--- src/rtl/tfm_pkg.sv ---
package tfm_pkg;
  parameter int DEF_DATA_W = 16;
  parameter int DEF_TIME_W = 16;
  parameter int DEF_THRESH = 100;

  typedef enum logic {
    MON_WATCH   = 1'b0,
    MON_TRIPPED = 1'b1
  } mon_state_t;
endpackage

--- src/rtl/tfm_time_base.sv ---
module tfm_time_base #(
  parameter int TIME_W = tfm_pkg::DEF_TIME_W
) (
  input  logic              clk,
  input  logic              rst,
  output logic [TIME_W-1:0] now_o
);
  logic [TIME_W-1:0] cnt_q;

  always_ff @(posedge clk) begin
    if (rst) cnt_q <= '0;
    else     cnt_q <= cnt_q + 1'b1;
  end

  assign now_o = cnt_q;
endmodule

--- src/rtl/tfm_compare.sv ---
module tfm_compare #(
  parameter int DATA_W = tfm_pkg::DEF_DATA_W,
  parameter int THRESH = tfm_pkg::DEF_THRESH
) (
  input  logic [DATA_W-1:0] stat_i,
  output logic              above_o
);
  localparam logic [DATA_W-1:0] LIMIT = DATA_W'(THRESH);

  always_comb above_o = (stat_i > LIMIT);
endmodule

--- src/rtl/tfm_capture.sv ---
module tfm_capture #(
  parameter int TIME_W = tfm_pkg::DEF_TIME_W
) (
  input  logic              clk,
  input  logic              rst,
  input  logic              above_i,
  input  logic [TIME_W-1:0] now_i,
  output logic              fault_o,
  output logic [TIME_W-1:0] stamp_o
);
  import tfm_pkg::*;

  mon_state_t        st_q;
  logic [TIME_W-1:0] stamp_q;

  always_ff @(posedge clk) begin
    if (rst) begin
      st_q    <= MON_WATCH;
      stamp_q <= '0;
    end else if (st_q == MON_WATCH && above_i) begin
      st_q    <= MON_TRIPPED;
      stamp_q <= now_i;
    end
  end

  assign fault_o = (st_q == MON_TRIPPED);
  assign stamp_o = stamp_q;
endmodule

--- src/rtl/threshold_fault_monitor.sv ---
module threshold_fault_monitor #(
  parameter int DATA_W = tfm_pkg::DEF_DATA_W,
  parameter int TIME_W = tfm_pkg::DEF_TIME_W,
  parameter int THRESH = tfm_pkg::DEF_THRESH
) (
  input  logic              clk,
  input  logic              rst,
  input  logic [DATA_W-1:0] stat_i,
  output logic              fault_o,
  output logic [TIME_W-1:0] fault_time_o
);
  logic [TIME_W-1:0] now_w;
  logic              above_w;

  tfm_time_base #(.TIME_W(TIME_W)) u_time (
    .clk   (clk),
    .rst   (rst),
    .now_o (now_w)
  );

  tfm_compare #(.DATA_W(DATA_W), .THRESH(THRESH)) u_cmp (
    .stat_i  (stat_i),
    .above_o (above_w)
  );

  tfm_capture #(.TIME_W(TIME_W)) u_cap (
    .clk     (clk),
    .rst     (rst),
    .above_i (above_w),
    .now_i   (now_w),
    .fault_o (fault_o),
    .stamp_o (fault_time_o)
  );
endmodule

--- config.mk ---
export PLATFORM = sky130hd
export DESIGN_NAME = threshold_fault_monitor
export DESIGN_NICKNAME = d
export VERILOG_FILES = /design/src/rtl/tfm_pkg.sv /design/src/rtl/tfm_time_base.sv /design/src/rtl/tfm_compare.sv /design/src/rtl/tfm_capture.sv /design/src/rtl/threshold_fault_monitor.sv
export SDC_FILE = /design/constraint.sdc
export NUM_CORES = 1
export LEC_CHECK = 0
export BUFFER_PORTS_ARGS = -buffer_cell sky130_fd_sc_hd__buf_2
export CORE_MARGIN = 4
export CORE_UTILIZATION = 48
export DETAILED_ROUTE_END_ITERATION = 12
export GPL_TIMING_DRIVEN = 0
export PLACE_DENSITY_LB_ADDON = 0.08
export SLEW_MARGIN = 10
export SYNTH_ARGS = -nofsm -noshare
export SYNTH_HDL_FRONTEND = slang
export SYNTH_HIERARCHICAL = 1
export SYNTH_SLANG_ARGS = --single-unit
--- constraint.sdc ---
create_clock -name clk -period 1.55 [get_ports clk]
set_input_delay 0.31 -clock clk [delete_from_list [all_inputs] [get_ports clk]]
set_output_delay 0.31 -clock clk [all_outputs]
set_load 0.02 [all_outputs]
Yosys cells after proc, flatten, opt, wreduce, memory -nomap -nowiden
Cells that the tools add are included. W data, S select, Z words.

Reductions and logical operators: 1. Bitwise operators: 1. Magnitude comparators: 1. Add/subtract/negate cells: 1.

Operators with widths (count): $add A16 B1 Y16 const B (1); $gt A16 B7 Y1 const B (1); $logic_and A1 B1 Y1 (1); $not A1 Y1 (1).

Input bits: 18. Logic and storage cells: 7. Register bits: 33. Output and inout port bits: 17.

Depth between registers and ports, before layout
Word-level depth: 2. Depth in mapped cells: 6. Depth with buffers taken out: 5.

Hierarchy
The synthesis kept the hierarchy.

By module, submodules not included: tfm_capture (area each 804.5 µm², sequential area each 340.3 µm², cells each 74, instances 1); tfm_time_base (area each 764.5 µm², sequential area each 320.3 µm², cells each 81, instances 1); tfm_compare (area each 37.5 µm², sequential area each 0.0 µm², cells each 6, instances 1).

Least setup slack after synthesis
No wires, ideal clock.

Path kind: input -> register. From: input port stat_i[0]. To: register u_cap.stamp_q[10], in the netlist u_cap/stamp_o[10]. Path buffers: 1. Arrival: 1477 ps. Data required time: 1483 ps. Path slack: 6 ps. Library setup time: 67 ps. Stages on the path: 6. Path through: o21a_1 > o311ai_1 > nand4_1 > and2b_4 > buf_12 > o21ai_2.

Cells in the longest elaborated chain, start to end: 2.

RTL lines: start, declared (line threshold_fault_monitor.sv:8) `input logic [DATA_W-1:0] stat_i,`; $gt A16 B7 Y1 (line tfm_compare.sv:10) `always_comb above_o = (stat_i > LIMIT);`; named net above_w (line threshold_fault_monitor.sv:13) `logic above_w;`; $logic_and A1 B1 Y1 (line tfm_capture.sv:20) `end else if (st_q == MON_WATCH && above_i) begin`; end signal, assigned (line tfm_capture.sv:22) `stamp_q <= now_i;`; end, declared (line tfm_capture.sv:14) `logic [TIME_W-1:0] stamp_q;`.

The timed path passes the listed nets, and every way through them passes these cells. A chain may end at the register's enable or synchronous reset.

Final worst setup path
From: register u_time.cnt_q[8], in the netlist u_time/now_o[8]. To: register u_time.cnt_q[13], in the netlist u_time/now_o[13].

Cells in the longest elaborated chain, start to end: 1.

RTL lines: start, declared (line tfm_time_base.sv:8) `logic [TIME_W-1:0] cnt_q;`; start signal, assigned (line tfm_time_base.sv:12) `else cnt_q <= cnt_q + 1'b1;`; $add A16 B1 Y16 (line tfm_time_base.sv:12).

No other way between the ends.

==> key figures <==
Status
  – Result of the run: finished clean

Timing
  – Final Critical Period: 1.49 ns
  – Share of the clock period used by the worst path after layout: 96.2%
  – Final setup skew: 0.00853 ns
  – Final Max Tran Viols: 0
  – Measured slew at the worst slew-check pin: 0.440 ns
  – Final hold viol count: 0
  – Setup repair after global routing missed its margin: false
  – Worst hold slack after final layout: 0.374 ns
  – Number of endpoints failing setup at the final stage: 0
  – Tightest slew margin relative to the limit: 70.7%
  – F_max: 671 MHz

Logic synthesis
  – Synth cell types: 33
  – Leading register cell type out of synthesis: sky130_fd_sc_hd__dfxtp_1
  – Synthesized area: 0.00161 sq mm
  – Cell type with the highest aggregate area in the netlist: sky130_fd_sc_hd__dfxtp_1
  – Number of synthesized flops with an enable pin: 0
  – Synth cell count leaders: 33 x sky130_fd_sc_hd__dfxtp_1, 16 x sky130_fd_sc_hd__nand2b_1, 16 x sky130_fd_sc_hd__nand4bb_1, 11 x sky130_fd_sc_hd__nor2_1, 10 x sky130_fd_sc_hd__o21ai_2
  – Synth top area share: 41.1%
  – Yosys warnings: 6
  – FF+latch count, synth: 33
  – Cells after synthesis: 161
  – Synth area leaders: sky130_fd_sc_hd__dfxtp_1 41%, sky130_fd_sc_hd__nand4bb_1 11%, sky130_fd_sc_hd__nand2b_1 6.2%, sky130_fd_sc_hd__o21ai_2 5.5%, sky130_fd_sc_hd__o21ai_0 2.8%
  – Net count after synthesis: 180
  – Most frequent cell after synthesis: sky130_fd_sc_hd__dfxtp_1
  – Post-Synthesis Mean Instance Area: 9.98 sq um
  – Register area share after synthesis: 41.1%
  – Synth async-reset ratio: 0%

Setup path
  – Slowest cell on crit path: sky130_fd_sc_hd__dfxtp_1
  – Crit path arrival time: 1.71 ns
  – Startpoint of the most critical setup path: u_time/now_o[8]
  – Capturing element type of the critical path: flop
  – Required time reported for the critical path endpoint: 1.77 ns
  – Kind of cell with the highest combined delay on the critical path: simple AND/OR/NAND/NOR gates
  – Kind of start point of the critical path: flop
  – Number of buffer and inverter instances along the worst setup path: 0
  – Critical-path maximum fanout: 6
  – Worst reg2reg path startpoint: u_time/now_o[8]
  – Number of cells traversed by the worst register-to-register path: 3
  – Critical Setup Path Class: flop to flop
  – Longest individual stage delay on the worst path: 0.50 ns
  – Worst-path cell chain: nand4_4 > nor4_2 > mux2_2
  – Critical path depth in cells: 3

GRT
  – Total global routing track utilization: 17.0%
  – Largest net degree at the start of global routing: 11
  – Vias in the first global route: 1,256
  – Global-route wire length before repair: 5760 um
  – Antenna violations before repair: 0
  – Aggregate global routing overflow: 0

Final layout
  – End-of-flow core utilization: 63.1%
  – Filler cell count in the final layout: 265
  – Cell area after layout: 0.00197 sq mm
  – Final Net Count: 225
  – Non-Filler Instances: 251
  – Area Growth Syn to Fin: 22.9%
  – # diodes: 0
  – Layout cells sized above 1: 37.2%

Die
  – Number of I/O pins: 35
  – Initial cell density of the core: 51.4%
  – Width of the chip: 65.9 um
  – Chip height: 65.9 um
  – Core Footprint: 0.00313 sq mm
  – Cell row count: 20
  – Die area: 0.00434 sq mm

CTS
  – Clock input transition at the sequential cells of the worst setup and hold paths: 0.10 ns
  – Number of sinks on the clock net: 33
  – Number of buffers inserted during clock tree synthesis: 5
  – H-Tree Depth: 2
  – Root Buffer: sky130_fd_sc_hd__clkbuf_4
  – CTS tree: built
  – Largest buffer count on any clock path: 2
  – Clock latency reported for the late side of the worst-skew pair: 0.33 ns

Power and ir drop
  – Power per cell area: 739 mW/mm^2
  – Maximum vdd drop: 0.000449 V
  – Static power due to leakage: 0.000782 uW
  – Power after layout: 1460 uW

Min path
  – Min-Delay Path Class: primary input to flop
  – Hold path startpoint: rst
  – Cell depth of the worst min-delay path: 3

Place
  – Post-place instance area: 0.00183 sq mm
  – Number of buffers added on ports: 34
  – Total half-perimeter wirelength after legalization and detailed placement: 2570 um
  – Number of cells in the design after placement: 239
  – Gpl congestion: 0.776

Route
  – Final wirelength: 3590 um
  – DRC violation total after the first TritonRoute iteration: 62
  – 1st-pass router iterations: 4
  – Residual antenna-violating net count after detailed routing: 0
  – Routed vias/inst: 5.45
  – Post-DR wirelength/cell: 14.3 um
  – Number of remaining DRC errors: 0
  – Number of vias after detailed routing: 1,369

Run
  – Count of max-cap constraint violations: 0
[timing repair]
item                       CTS  global route
pin swaps                    0             1
gates resized for setup      7            12
setup endpoints to repair    6            17
hold buffers                 0             0
setup buffers                0             4
[tightest hold or removal path, delay by kind of cell]
kind                   cells  cell delay [ns]
AO/OA/AOI/OAI              1             0.07
AND/OR/NAND/NOR            1             0.13
buffers and inverters      1             0.14
[registers in the layout, indices dropped and copies added (netlist names)]
register	flops
u_cap/fault_o	1
u_cap/stamp_o	16
u_time/now_o	16
[per-stage QoR]
step	setup slack (ns)	setup TNS, ns
floorplan	0.00557	0
global route	0.00171	0
finish	0.0597	0
detailed placement	-0.337	-5.41
CTS	-0.00486	-0.00486
global placement	-0.279	-4.18
[final cells by class]
cell class	count	area [sq um]	area share [%]
buffer	9	67.6	3.42
clock buffer	6	41.3	2.09
clock inverter	2	10.0	0.507
inverter	3	11.3	0.570
multi-input combinational	116	908	46.0
sequential	33	681	34.5
tap	44	55.1	2.79
timing repair buffer	38	200	10.1
[kinds of logic (layout without fill, tap and decap cells)]
family	after synthesis	after routing	share of synthesized area, %
and+or+nand+nor	76	76	35.4
adders and majority gates	1	1	0.779
buffers and inverters	12	58	4.91
xor gates and xnor gates	3	3	1.64
AOI/OAI and AO/OA	32	32	13.3
muxes	4	4	2.80
DFF	33	33	41.1
[metal layers]
layer / wire [um] / track usage (%) / share of wire [%] / vias up
met5: 0 / 0 / 0 / -
met4: 10 / 3.89 / 0.28 / 0
met3: 221 / 5.61 / 6.2 / 2
met2: 1730 / 28.8 / 48 / 42
met1: 1630 / 20.6 / 45 / 642
li1: - / - / - / 683
[power breakdown]
part | internal, uW | switching (uW) | total, uW
Sequential | 855 | 18.9 | 874
Combinational | 68.5 | 57.8 | 126
Clock | 173 | 285 | 458
[cells in the final DEF (no fill, tap or decap), types with 2 or more instances in the layout]
cell type and n:
sky130_fd_sc_hd__dfxtp_1 25, sky130_fd_sc_hd__nand3_1 5, sky130_fd_sc_hd__nor4_2 2, sky130_fd_sc_hd__clkbuf_1 6
sky130_fd_sc_hd__nor4_4 2, sky130_fd_sc_hd__nand2b_1 16, sky130_fd_sc_hd__a21oi_1 7, sky130_fd_sc_hd__nand2_1 3
sky130_fd_sc_hd__or4_1 4, sky130_fd_sc_hd__inv_1 3, sky130_fd_sc_hd__nor2_1 11, sky130_fd_sc_hd__nor2b_1 5
sky130_fd_sc_hd__nand4_1 2, sky130_fd_sc_hd__o21ai_2 10, sky130_fd_sc_hd__dfxtp_2 4, sky130_fd_sc_hd__or3_1 3
sky130_fd_sc_hd__o31ai_1 4, sky130_fd_sc_hd__dfxtp_4 4, sky130_fd_sc_hd__o21ai_0 9, sky130_fd_sc_hd__mux2_1 3
sky130_fd_sc_hd__buf_2 35, sky130_fd_sc_hd__clkinv_2 2, sky130_fd_sc_hd__xor2_1 2, sky130_fd_sc_hd__nand4_4 2
sky130_fd_sc_hd__nand4bb_1 16, sky130_fd_sc_hd__buf_4 4, sky130_fd_sc_hd__clkbuf_4 5
[path summary, 6_finish.rpt]
path / slack (ns) / endpoint
worst max-delay path: 0.06 / u_time/now_o[13]
worst max register to register: 0.06 / u_time/now_o[13]
worst min-delay path: 0.37 / u_cap/stamp_o[13]
worst min register to register: 0.48 / u_cap/stamp_o[12]
Power figures use the tool's default switching activity.
